$ cat src/rtl/tmr_pkg.sv
package tmr_pkg;
  localparam int ADDR_W = 3;
  localparam int NFLAG  = 2;

  typedef enum logic [ADDR_W-1:0] {
    A_CTRL = 3'd0,
    A_CMPA = 3'd1,
    A_PERB = 3'd2,
    A_FLAG = 3'd3,
    A_CNT  = 3'd4
  } reg_addr_e;

  typedef enum logic [1:0] {
    ACT_HOLD   = 2'd0,
    ACT_TOGGLE = 2'd1,
    ACT_LOW    = 2'd2,
    ACT_HIGH   = 2'd3
  } act_e;

  typedef struct packed {
    logic       psr;
    act_e       act;
    logic       pwm;
    logic       ctc;
    logic [2:0] sel;
  } ctrl_t;
endpackage

$ cat src/rtl/tmr_prescale.sv
module tmr_prescale #(
  parameter int PW = 6,
  parameter int SW = 3
) (
  input  logic          clk,
  input  logic          rst_n,
  input  logic          src_tick,
  input  logic [SW-1:0] sel,
  input  logic          clr,
  output logic          step
);
  logic [PW-1:0] pcnt;
  logic [PW-1:0] mask;

  always_comb begin
    for (int i = 0; i < PW; i++) mask[i] = (int'(sel) > i + 1);
    step = src_tick && (sel != '0) && ((pcnt & mask) == mask);
  end

  always_ff @(posedge clk or negedge rst_n) begin
    if (!rst_n)        pcnt <= '0;
    else if (clr)      pcnt <= '0;
    else if (src_tick) pcnt <= pcnt + 1'b1;
  end

  assert_psr_clear_R10: assert property (@(posedge clk) disable iff (!rst_n)
    clr |=> (pcnt == '0));
  assert_stopped_R2: assert property (@(posedge clk) disable iff (!rst_n)
    (sel == '0) |-> !step);
endmodule

$ cat src/rtl/tmr_regs.sv
module tmr_regs import tmr_pkg::*; #(
  parameter int CW = 8
) (
  input  logic              clk,
  input  logic              rst_n,
  input  logic              wr_en,
  input  logic [ADDR_W-1:0] wr_addr,
  input  logic [CW-1:0]     wr_data,
  input  logic [ADDR_W-1:0] rd_addr,
  output logic [CW-1:0]     rd_data,
  input  logic [NFLAG-1:0]  flag_set,
  input  logic [NFLAG-1:0]  flag_ack,
  input  logic [CW-1:0]     cnt,
  output logic [2:0]        sel,
  output logic              ctc,
  output logic              pwm,
  output act_e              act,
  output logic              psr,
  output logic [CW-1:0]     cmpa,
  output logic [CW-1:0]     perb,
  output logic [NFLAG-1:0]  flags,
  output logic              cnt_wr
);
  ctrl_t wctl;
  assign wctl   = ctrl_t'(wr_data[7:0]);
  assign psr    = wr_en && (wr_addr == A_CTRL) && wctl.psr;
  assign cnt_wr = wr_en && (wr_addr == A_CNT);

  always_ff @(posedge clk or negedge rst_n) begin
    if (!rst_n) begin
      sel  <= '0;
      ctc  <= 1'b0;
      pwm  <= 1'b0;
      act  <= ACT_HOLD;
      cmpa <= '0;
      perb <= '0;
    end else if (wr_en) begin
      case (wr_addr)
        A_CTRL: begin
          sel <= wctl.sel;
          ctc <= wctl.ctc;
          pwm <= wctl.pwm;
          act <= wctl.act;
        end
        A_CMPA:  cmpa <= wr_data;
        A_PERB:  perb <= wr_data;
        default: ;
      endcase
    end
  end

  for (genvar i = 0; i < NFLAG; i++) begin : g_flag
    logic clr;
    logic flag_q;
    assign clr = flag_ack[i] || (wr_en && (wr_addr == A_FLAG) && wr_data[i]);
    always_ff @(posedge clk or negedge rst_n) begin
      if (!rst_n)           flag_q <= 1'b0;
      else if (flag_set[i]) flag_q <= 1'b1;
      else if (clr)         flag_q <= 1'b0;
    end
    assign flags[i] = flag_q;

    assert_flag_set_R9: assert property (@(posedge clk) disable iff (!rst_n)
      flag_set[i] |=> flags[i]);
    assert_flag_clear_R9: assert property (@(posedge clk) disable iff (!rst_n)
      (clr && !flag_set[i]) |=> !flags[i]);
  end

  always_comb begin
    rd_data = '0;
    case (rd_addr)
      A_CTRL:  rd_data = CW'({1'b0, act, pwm, ctc, sel});
      A_CMPA:  rd_data = cmpa;
      A_PERB:  rd_data = perb;
      A_FLAG:  rd_data = CW'(flags);
      A_CNT:   rd_data = cnt;
      default: rd_data = '0;
    endcase
  end
endmodule

$ cat src/rtl/tmr_core.sv
module tmr_core import tmr_pkg::*; #(
  parameter int CW = 8
) (
  input  logic          clk,
  input  logic          rst_n,
  input  logic          step,
  input  logic          pwm,
  input  logic          ctc,
  input  act_e          act,
  input  logic [CW-1:0] cmpa,
  input  logic [CW-1:0] perb,
  input  logic          cnt_wr,
  input  logic [CW-1:0] cnt_wdata,
  output logic [CW-1:0] cnt,
  output logic          set_ovf,
  output logic          set_cmp,
  output logic          out
);
  localparam logic [CW-1:0] MAXV = '1;

  logic [CW-1:0] shadow, top, nxt, a_use, cnt_d, shadow_d;
  logic          wrap, hit, out_d;

  always_comb begin
    top  = pwm ? perb : MAXV;
    wrap = (cnt == top) || (cnt == MAXV);
    nxt  = wrap ? '0 : cnt + 1'b1;
    if (pwm && wrap) a_use = cmpa;
    else if (pwm)    a_use = shadow;
    else             a_use = cmpa;
    hit     = step && (nxt == a_use);
    set_ovf = step && wrap;
    set_cmp = hit;

    cnt_d = cnt;
    if (step)   cnt_d = (hit && ctc && !pwm) ? '0 : nxt;
    if (cnt_wr) cnt_d = cnt_wdata;

    shadow_d = (!pwm || (step && wrap)) ? cmpa : shadow;

    out_d = out;
    if (step && pwm) begin
      if (wrap) out_d = (cmpa != '0);
      if (hit)  out_d = 1'b0;
    end else if (hit) begin
      case (act)
        ACT_TOGGLE: out_d = !out;
        ACT_LOW:    out_d = 1'b0;
        ACT_HIGH:   out_d = 1'b1;
        default:    out_d = out;
      endcase
    end
  end

  always_ff @(posedge clk or negedge rst_n) begin
    if (!rst_n) begin
      cnt    <= '0;
      shadow <= '0;
      out    <= 1'b0;
    end else begin
      cnt    <= cnt_d;
      shadow <= shadow_d;
      out    <= out_d;
    end
  end

  assert_ctc_clear_R5: assert property (@(posedge clk) disable iff (!rst_n)
    (step && !pwm && ctc && hit && !cnt_wr) |=> (cnt == '0));
  assert_pwm_zero_low_R7: assert property (@(posedge clk) disable iff (!rst_n)
    (step && pwm && wrap && (cmpa == '0)) |=> !out);
  assert_shadow_hold_R8: assert property (@(posedge clk) disable iff (!rst_n)
    (pwm && !(step && wrap)) |=> $stable(shadow));
  assert_free_count_R3: assert property (@(posedge clk) disable iff (!rst_n)
    (step && !cnt_wr && !wrap && !(ctc && !pwm && hit)) |=> (cnt == CW'($past(cnt) + 1'b1)));
endmodule

$ cat src/rtl/pwm_timer8.sv
module pwm_timer8 import tmr_pkg::*; #(
  parameter int CW  = 8,
  parameter int PSW = 6
) (
  input  logic              clk,
  input  logic              rst_n,
  input  logic              src_tick,
  input  logic              wr_en,
  input  logic [ADDR_W-1:0] wr_addr,
  input  logic [CW-1:0]     wr_data,
  input  logic [ADDR_W-1:0] rd_addr,
  output logic [CW-1:0]     rd_data,
  input  logic              ack_ovf,
  input  logic              ack_cmp,
  output logic              ovf_flag,
  output logic              cmp_flag,
  output logic              pwm_out
);
  localparam int SELW = 3;

  logic [SELW-1:0]  sel;
  logic             ctc, pwm, psr, step, cnt_wr, set_ovf, set_cmp;
  act_e             act;
  logic [CW-1:0]    cmpa, perb, cnt;
  logic [NFLAG-1:0] flags;

  tmr_prescale #(.PW(PSW), .SW(SELW)) u_pre (
    .clk(clk), .rst_n(rst_n), .src_tick(src_tick), .sel(sel), .clr(psr), .step(step)
  );

  tmr_regs #(.CW(CW)) u_regs (
    .clk(clk), .rst_n(rst_n), .wr_en(wr_en), .wr_addr(wr_addr), .wr_data(wr_data),
    .rd_addr(rd_addr), .rd_data(rd_data),
    .flag_set({set_cmp, set_ovf}), .flag_ack({ack_cmp, ack_ovf}), .cnt(cnt),
    .sel(sel), .ctc(ctc), .pwm(pwm), .act(act), .psr(psr),
    .cmpa(cmpa), .perb(perb), .flags(flags), .cnt_wr(cnt_wr)
  );

  tmr_core #(.CW(CW)) u_core (
    .clk(clk), .rst_n(rst_n), .step(step), .pwm(pwm), .ctc(ctc), .act(act),
    .cmpa(cmpa), .perb(perb), .cnt_wr(cnt_wr), .cnt_wdata(wr_data),
    .cnt(cnt), .set_ovf(set_ovf), .set_cmp(set_cmp), .out(pwm_out)
  );

  assign ovf_flag = flags[0];
  assign cmp_flag = flags[1];
endmodule

$ cat config.mk
export PLATFORM = sky130hd
export DESIGN_NAME = pwm_timer8
export DESIGN_NICKNAME = d
export VERILOG_FILES = /design/src/rtl/tmr_pkg.sv /design/src/rtl/tmr_prescale.sv /design/src/rtl/tmr_regs.sv /design/src/rtl/tmr_core.sv /design/src/rtl/pwm_timer8.sv
export SDC_FILE = /design/constraint.sdc
export NUM_CORES = 1
export LEC_CHECK = 0
export BUFFER_PORTS_ARGS = -buffer_cell sky130_fd_sc_hd__buf_4
export CAP_MARGIN = 30
export CORE_ASPECT_RATIO = 1.2
export CORE_MARGIN = 1.5
export CORE_UTILIZATION = 30
export DETAILED_ROUTE_END_ITERATION = 8
export PLACE_DENSITY = 0.53
export SLEW_MARGIN = 20
export SYNTH_ARGS = -nofsm -noshare
export SYNTH_HDL_FRONTEND = slang
export SYNTH_SLANG_ARGS = --single-unit
export TNS_END_PERCENT = 30
$ cat constraint.sdc
create_clock -name clk -period 3.91 [get_ports clk]
set_input_delay 0.391 -clock clk [delete_from_list [all_inputs] [get_ports clk]]
set_output_delay 0.391 -clock clk [all_outputs]
set_load 0.03 [all_outputs]
==> results.cfg <==
[timing]
hold_viol = 0
slew_headroom_pct = 46.28
setup_viol = 0
final_max_slew_viol_count = 0
period_share_pct = 85.26
rsz0062_at_grt = false
layout_min_cycle_time_ps = 3334
holdWs_ps = 117.4
clock.fmax_mhz = 300.0
fin_setup_tns_ps = 0
clock_skew_ps = 9.359
max_slew.worst_pin.slew_ps = 804.1

[critical_path]
setup.worst_path.start_class = flop
crit_chain = ha_1, xnor2_1, a211oi_1, a2111oi_0, o311ai_0, and4b_1, mux2i_1, or4_4, and2_4, a221o_1
slowest_stage = dfrtp_1
reg2reg_depth = 10
cp-end-kind = flop
r2r-end = u_core.cnt[1]
worstSetupPathType = reg -> reg
critical_path.max_stage_delay_ps = 580
cp-endpoint = u_core.cnt[1]
startpoint = u_core.cnt[0]
r2r_slack_ps = 580
r2r-start = u_core.cnt[0]
cp_max_fo = 13
crit_required_ps = 4090
arrival_ps = 3520

[routing]
drtIter0Drc = 274
wl_per_cell_um = 19.50
routed_wl_mm = 9.908
vias = 2914
antenna_left = 0
dr.pass1.iters = 6
drc = 0
vias_per_cell = 5.736

[clock_tree]
cts_resized = 0
htreeDepth = 2
insertion_delay_ps = 300
cts.sinks = 48
numCtsBuffers = 5
cts_root_buf = clkbuf_16
post_cts_buffers = 0
hold_buffers = 0
path_clk_slew_ps = 70
cts_tree = built
clk_path_buf_depth = 2

[synthesis]
synth-warning-count = 0
async_flop_share_pct = 100.0
synth-main-ff-cell = dfrtp_1
netlist_instances = 358
syn_area_um2 = 3319
synth-edff-count = 0
seq_area_frac_synth_pct = 36.19
synth_area_per_cell_um2 = 9.272
yosys.cell_types.count = 68
ys_seq_elements = 48
synth_nets = 380

[global_route]
track_usage_pct = 17.95
grt_max_degree = 49
antenna_found_initial = 0
grt_pass1_vias = 2931
grt_pass1_wl_mm = 16.36
grt_overflow = 0

[placement]
hpwl_mm = 7.314
io_buffers = 30
gp_congestion = 0.9063

[power_and_ir_drop]
power_density_nw_per_um2 = 595.4
ir_drop_v = 0.0003306
p_leak_nw = 1.592

[hold_path]
min_path_type = in -> async

[floorplan]
die-area_um2 = 11710
die_y_um = 118.2
die_w_um = 99.03
std_cell_rows = 41
io_pins = 31
start_util_pct = 31.11
core_area_um2 = 10670

[outcome]
status = completed

[job]
drv_cap = 0

[cells_and_area]
layout_commonest_cell = dfrtp_1
area_delta_synth_final_pct = 14.06
layout_common_cells = dfrtp_1, nand2_1, nor2_1, buf_4, mux2_2
drive_above_1_share_pct = 22.69
antenna_cells = 0
fin_nets = 400
[report_power, final]
part	leakage [nW]	switching, W	total, W	internal, W
Clock	0.0779	0.000205	0.000465	0.000260
Sequential	0.581	0.000275	0.000916	0.000641
Combinational	0.933	0.000462	0.000873	0.000412
[logic make-up (layout without fill, tap and decap cells)]
kind of cell	Yosys count	count (layout)	share of synthesized area, %
AND/OR/NAND/NOR	141	141	23.63
AO/OA/AOI/OAI	80	80	17.60
flip-flops	48	48	36.19
multiplexers	40	40	13.57
buffers and inverters	33	54	4.561
XOR/XNOR	14	14	3.694
adder cells (fa/ha/maj)	2	2	0.7537
[sequential cells by signal (all words and copies together) (netlist names)]
register and count:
u_core.cnt 8, u_core.shadow 8, u_regs.cmpa 8, u_regs.perb 8, u_pre.pcnt 6, u_regs.sel 3, u_regs.act 2, u_regs.g_flag.flag_q 2
u_core.out 1, u_regs.ctc 1, u_regs.pwm 1
[cell usage after synthesis, drive strengths merged (4+ instances only)]
cell type,n,area [µm²]
xor2,6,52.55
a21oi,14,70.07
o211ai,7,52.55
inv,12,45.04
nand3,8,40.04
clkbuf,8,30.03
xnor2,8,70.07
o21ai,18,90.08
nand3b,5,37.54
buf,13,76.32
a31oi,4,25.02
a22oi,8,60.06
nor3b,6,45.04
nand4,8,65.06
a211oi,4,30.03
and2,7,46.30
nor4,4,25.02
and3,7,43.79
dfrtp,48,1201
mux2,30,337.8
mux2i,9,90.09
nand2,36,135.1
nor2b,6,37.54
nor3,5,30.03
nor2,35,147.6
[area by class of cell]
type / instances / area (µm²)
clock inverters: 2 / 17.52
well taps: 129 / 161.4
clock buffers: 6 / 138.9
flip-flops and latches: 48 / 1201
multi-input cells: 277 / 1967
inverters: 12 / 45.04
repair buffers: 34 / 255.2
fillers: 1098 / 6884
[through the flow]
| stage | cells | total power (W) | cell area [µm²] | setup WS (ps) | utilization [%] |
|---|---|---|---|---|---|
| 2_1_floorplan | 358 | 0.001533 | 3319 | 1006 | - |
| 4_1_cts | 508 | 0.002252 | 3786 | 616.2 | 35.48 |
| 3_3_place_gp | 500 | 0.001772 | 3630 | 646.0 | 34.02 |
| 3_5_place_dp | 500 | 0.001783 | 3630 | 635.9 | 34.02 |
| 6_report | 508 | 0.002254 | 3786 | 576.4 | 35.48 |
| 5_1_grt | 508 | 0.002407 | 3786 | 385.4 | 35.48 |
[critical path: cells and delay by family, from the launching register on]
family,cells,cell delay (ps)
multiplexers,1,100
AO/OA/AOI/OAI,4,1000
AND/OR/NAND/NOR,3,980
adder cells (fa/ha/maj),1,390
flip-flops,1,580
XOR/XNOR,1,180
[per-layer routing]
layer	wire length [µm]	track usage, %	up-vias
li1	-	-	1361
met1	4242	23.29	1425
met2	4996	30.56	110
met3	474	2.543	18
met4	195	5.804	0
met5	0	0	-
[how the worst min path moves through the flow]
stage               cells past startpoint                to  slack (ps)   from
finish                                  1  u_core.shadow[6]         120  rst_n
global route                            1  u_core.shadow[6]         170  rst_n
CTS                                     1  u_core.shadow[1]         150  rst_n
detailed placement                      1    u_regs.cmpa[6]         460  rst_n
global placement                        1    u_regs.cmpa[6]         460  rst_n
floorplan                               0     u_core.cnt[0]         100  rst_n
Note: power is estimated with default switching activity, not from simulation.
